$ cat config.mk
export PLATFORM = sky130hd
export DESIGN_NAME = usart_clkgen
export DESIGN_NICKNAME = d
export VERILOG_FILES = /design/src/rtl/usart_clkgen.sv
export SDC_FILE = /design/constraint.sdc
export NUM_CORES = 1
export LEC_CHECK = 0
export ABC_AREA = 1
export ABC_CLOCK_PERIOD_IN_PS = 2000
export BUFFER_PORTS_ARGS = -buffer_cell sky130_fd_sc_hd__buf_2
export CORE_AREA = 8 8 68 70
export CTS_CLUSTER_DIAMETER = 40
export DETAILED_ROUTE_END_ITERATION = 10
export DIE_AREA = 0 0 76 78
export PLACE_DENSITY_LB_ADDON = 0.2
export SLEW_MARGIN = 20
export SYNTH_ARGS = -nofsm -noshare
export SYNTH_HDL_FRONTEND = slang
export SYNTH_SLANG_ARGS = --single-unit
$ cat constraint.sdc
create_clock -name clk -period 2 [get_ports clk]
set_input_delay 0.1 -clock clk [delete_from_list [all_inputs] [get_ports clk]]
set_output_delay 0.1 -clock clk [all_outputs]
set_load 0.02 [all_outputs]
$ cat src/rtl/usart_clkgen.sv
module usart_clkgen #(
  parameter int DIV_W = 12
) (
  input  logic             clk,
  input  logic             rst_n,
  input  logic [DIV_W-1:0] div_value,
  input  logic             div_wr,
  input  logic [1:0]       mode,
  input  logic             dbl_speed,
  input  logic             edge_sel,
  input  logic             xfer_clk_in,
  output logic             rx_tick,
  output logic             tx_tick,
  output logic             xfer_clk_out
);
  localparam int GRP_W = 4;
  localparam logic [1:0] MODE_ASYNC  = 2'd0;
  localparam logic [1:0] MODE_MASTER = 2'd1;
  localparam logic [1:0] MODE_SLAVE  = 2'd2;
  localparam logic [GRP_W-1:0] LAST_NORM   = GRP_W'(15);
  localparam logic [GRP_W-1:0] LAST_DBL    = GRP_W'(7);
  localparam logic [GRP_W-1:0] LAST_MASTER = GRP_W'(1);

  logic [DIV_W-1:0] pre_cnt;
  logic [GRP_W-1:0] grp_cnt;
  logic [1:0]       mode_q;
  logic             dbl_q;
  logic             sync_q, hist_q;

  wire is_async  = (mode == MODE_ASYNC);
  wire is_master = (mode == MODE_MASTER);
  wire is_slave  = (mode == MODE_SLAVE);
  wire pre_run   = is_async | is_master;

  wire restart   = div_wr | (mode != mode_q) | (dbl_speed != dbl_q);
  wire underflow = (pre_cnt == '0) & ~restart;

  wire [GRP_W-1:0] grp_last = is_master ? LAST_MASTER : (dbl_speed ? LAST_DBL : LAST_NORM);
  wire grp_wrap = (grp_cnt == grp_last);

  wire ext_rise    = sync_q & ~hist_q;
  wire ext_fall    = ~sync_q & hist_q;
  wire launch_edge = edge_sel ? ext_fall : ext_rise;
  wire sample_edge = edge_sel ? ext_rise : ext_fall;

  always_ff @(posedge clk or negedge rst_n) begin
    if (!rst_n) begin
      pre_cnt      <= '0;
      grp_cnt      <= '0;
      mode_q       <= MODE_ASYNC;
      dbl_q        <= 1'b0;
      sync_q       <= 1'b0;
      hist_q       <= 1'b0;
      rx_tick      <= 1'b0;
      tx_tick      <= 1'b0;
      xfer_clk_out <= 1'b0;
    end else begin
      mode_q <= mode;
      dbl_q  <= dbl_speed;
      sync_q <= xfer_clk_in;
      hist_q <= sync_q;

      if (restart || pre_cnt == '0) pre_cnt <= div_value;
      else                          pre_cnt <= pre_cnt - 1'b1;

      if (restart)        grp_cnt <= '0;
      else if (underflow) grp_cnt <= grp_wrap ? '0 : grp_cnt + 1'b1;

      rx_tick <= is_slave ? sample_edge : (pre_run & underflow);
      tx_tick <= is_slave ? launch_edge : (pre_run & underflow & grp_wrap);

      if (!is_master || restart) xfer_clk_out <= 1'b0;
      else if (underflow)        xfer_clk_out <= ~xfer_clk_out;
    end
  end
endmodule

==> run_results.csv <==
group,metric,value,unit
place,hpwl,2077,um
clocking,cts_buffer_depth,2,
die,initial_core_util,39.04,%
sta,fin_skew,0.003329,ns
clocking,cts_buffers,3,
clocking,root_buffer,"clkbuf_4",
setup_path,crit_slowest_cell,"dfrtp_1",
global_routing,grt_overflow,0,
drt,routed_via_density,4.401,
power_and_ir_drop,seq_power_share,50.3,%
setup_path,slowest_delay,0.38,ns
sta,rsz0062_at_grt,"false",
logic_synthesis,synth.cell_area,1386,sq um
setup_path,r2r_cells,8,
setup_path,crit_path_start,"pre_cnt[0]$_DFF_PN0_",
logic_synthesis,yosysSeqAreaShare,43.32,%
power_and_ir_drop,power.switching,0.2695,mW
setup_path,cp_max_fo,6,
setup_path,worst-setup-path-type,"flop to flop",
sta,finalHoldViolCount,0,
power_and_ir_drop,p_clk_share,33.6,%
drt,drc,0,
die,io_pins,23,
drt,postRouteAntennaNets,0,
drt,drt-initial-drc-count,34,
global_routing,grt_max_degree,25,
setup_path,cp.required,2.26,ns
setup_path,r2r-end,"rx_tick$_DFF_PN0_",
min_path,min_path_cells,3,
logic_synthesis,synth_cells,190,
sta,relSlewSlack,64.20,%
logic_synthesis,syn_area_per_cell,7.296,sq um
power_and_ir_drop,netSwitchingFraction,25.35,%
power_and_ir_drop,p_int,0.7937,mW
global_routing,antenna_found_initial,0,
run,max_cap_violations,0,
setup_path,regToRegSetupSlack,0.47,ns
clocking,path_clk_slew,0.14,ns
drt,wirelength,2810,um
logic_synthesis,syn_nets,213,
sta,min_period_over_period,76.29,%
sta,setup_viol,0,
die,dieArea,5928,sq um
setup_path,cp_common_cell,"nand2_1",
drt,dr.pass1.iters,4,
power_and_ir_drop,leakage,0.9514,nW
run_status,status,"completed",
power_and_ir_drop,vdd_drop_max,0.2778,mV
drt,vias,1228,
sta,fmax,0.6554,GHz
clocking,clock_latency,0.32,ns
place,io_buffers,22,
logic_synthesis,synth_top_area_cell,"dfrtp_1",
min_path,min_path_type,"primary input to flop",
sta,tns,0,ns
sta,period_minus_slack,1.526,ns
clocking,cts_sinks,24,
die,die_h,78,um
clocking,cts_tree,"built",
clocking,h-tree-depth,1,
finish,finalCoreUtilization,49.47,%
power_and_ir_drop,p_comb_share,16.1,%
die,coreArea,3551,sq um
drt,wl_per_cell,10.07,um
logic_synthesis,ys_top_cells_by_area,"dfrtp_1, nand2_1, nor2_1",
global_routing,grt_pass1_vias,1229,
clocking,cts_post_setup_buffers_inserted,0,
logic_synthesis,yosysWarnings,0,
finish,drive_gt1_share,17.75,%
setup_path,crit_chain,"inv_1 -> ha_1 -> nand2_1 -> nor2_1 -> nand3_2 -> nor2_2 -> nand2_1 -> o21ai_0",
global_routing,grt_first_pass_wirelength,5264,um
sta,worst_slew_pin_slew,0.5369,ns
setup_path,critPathLaunchType,"flop",
min_path,min_delay_worst_endpoint,"tx_tick$_DFF_PN0_",
die,die_width,76,um
logic_synthesis,ys_ff_latch,24,
min_path,timing.hold.worst.start,"edge_sel",
place,gp_congestion,0.7595,
setup_path,cp-end-kind,"flop",
power_and_ir_drop,power_density,605.3,nW/um^2
setup_path,r2r_start,"pre_cnt[0]$_DFF_PN0_",
setup_path,arrival,1.78,ns
sta,slew_viol_final,0,
finish,diodes,0,
clocking,ctsResizeCount,0,
finish,fillers,356,
clocking,hold_buffers,17,
global_routing,track_usage,10.59,%
die,rows,22,
finish,synthToLayoutAreaGrowth,26.71,%
logic_synthesis,yosysTopAreaCellShare,43.32,%
finish,fin_nets,255,
logic_synthesis,synth_cell_type_count,20,
==> worst max path at each step <==
stage / cells after the start / end / slack [ns]
2_1_floorplan: 10 / grp_cnt[3]$_DFFE_PN0P_ / 0.59
3_3_place_gp: 8 / pre_cnt[10]$_DFF_PN0_ / 0.51
3_5_place_dp: 7 / grp_cnt[0]$_DFFE_PN0P_ / 0.45
4_1_cts: 8 / pre_cnt[10]$_DFF_PN0_ / 0.43
5_1_grt: 8 / grp_cnt[2]$_DFFE_PN0P_ / 0.23
6_report: 8 / rx_tick$_DFF_PN0_ / 0.47
==> layer usage <==
layer / track usage [%] / up-vias / routed length (um) / part of all wire (%)
met4: 3.529 / 0 / 37 / 1.3
met2: 17.91 / 21 / 1305 / 46
li1: - / 660 / - / -
met5: 0 / - / 0 / 0
met1: 12.31 / 542 / 1338 / 48
met3: 3.456 / 5 / 129 / 4.6
==> layout make-up <==
type	instances	area, sq um	share of cell area [%]
Multi-Input combinational cell	142	680.7	38.75
Tap cell	48	60.06	3.419
Clock buffer	3	22.52	1.282
Sequential cell	24	600.6	34.19
Timing Repair Buffer	39	280.3	15.95
Clock inverter	1	30.03	1.709
Inverter	22	82.58	4.701
==> cell usage after synthesis <==
cell type	number
nand2_4	1
nor2_4	1
nor2_2	3
nand2_2	1
nand3_1	11
xnor2_1	3
a21oi_1	2
nand2_1	80
nand4_1	1
o21ai_0	5
o211ai_1	1
ha_1	3
dfrtp_1	24
nor2_1	22
nand3_2	1
xor2_1	6
buf_6	2
inv_1	15
nor2_8	1
inv_2	7
==> metrics by stage <==
| step | std cells | setup slack, ns | hold WS [ns] | power [mW] | area, sq um |
|---|---|---|---|---|---|
| 2_1_floorplan | 190 | 0.5857 | -0.1956 | 0.6424 | 1386 |
| 3_3_place_gp | 258 | 0.5101 | 0.1219 | 0.6930 | 1534 |
| 3_5_place_dp | 258 | 0.4490 | 0.1281 | 0.6925 | 1534 |
| 4_1_cts | 279 | 0.4340 | 0.06052 | 1.084 | 1757 |
| 5_1_grt | 279 | 0.2302 | 0.08111 | 1.128 | 1757 |
| 6_report | 279 | 0.4742 | 0.07610 | 1.063 | 1757 |
==> registers in the layout, indices dropped and copies added, names as in the netlist <==
name / count
dbl_q: 1
grp_cnt: 4
hist_q: 1
mode_q: 2
pre_cnt: 12
rx_tick: 1
sync_q: 1
tx_tick: 1
xfer_clk_out: 1
==> worst max-delay path, delay by kind of cell (launching register included) <==
kind,cells,cell delay (ns)
buf+inv,1,0.13
fa+ha+maj,1,0.18
flops,1,0.38
compound gates,1,0.07
simple gates,5,0.70
==> cell families (layout without fill, tap and decap cells) <==
kind of cell / after synthesis / after routing / share of synthesized area [%]
compound gates: 8 / 8 / 3.069
simple gates: 122 / 122 / 37.64
xor+xnor: 9 / 9 / 5.686
buf+inv: 24 / 65 / 7.581
fa+ha+maj: 3 / 3 / 2.708
flops: 24 / 24 / 43.32
==> power groups by stage <==
| stage | clock (mW) | sequential [mW] | combinational, mW |
|---|---|---|---|
| after floorplan | 0 | 0.541 | 0.101 |
| after CTS | 0.375 | 0.535 | 0.175 |
| after global routing | 0.389 | 0.539 | 0.199 |
| final | 0.358 | 0.534 | 0.171 |
| after global placement | 0 | 0.544 | 0.149 |
| after detailed placement | 0 | 0.543 | 0.149 |
==> cell usage in the layout (no fill, tap or decap) <==
cell type,count
nor2_1,22
buf_2,22
nand3_1,11
a21oi_1,2
nor2_8,1
nand2_2,1
ha_1,3
nor2_2,3
xor2_1,6
nand3_2,1
nand2_4,1
o21ai_0,5
clkbuf_4,3
dlygate4sd3_1,17
o211ai_1,1
xnor2_1,3
nand2_1,80
nor2_4,1
bufinv_16,1
inv_2,7
inv_1,15
dfrtp_1,24
nand4_1,1
Note: power is estimated with default switching activity, not from simulation.
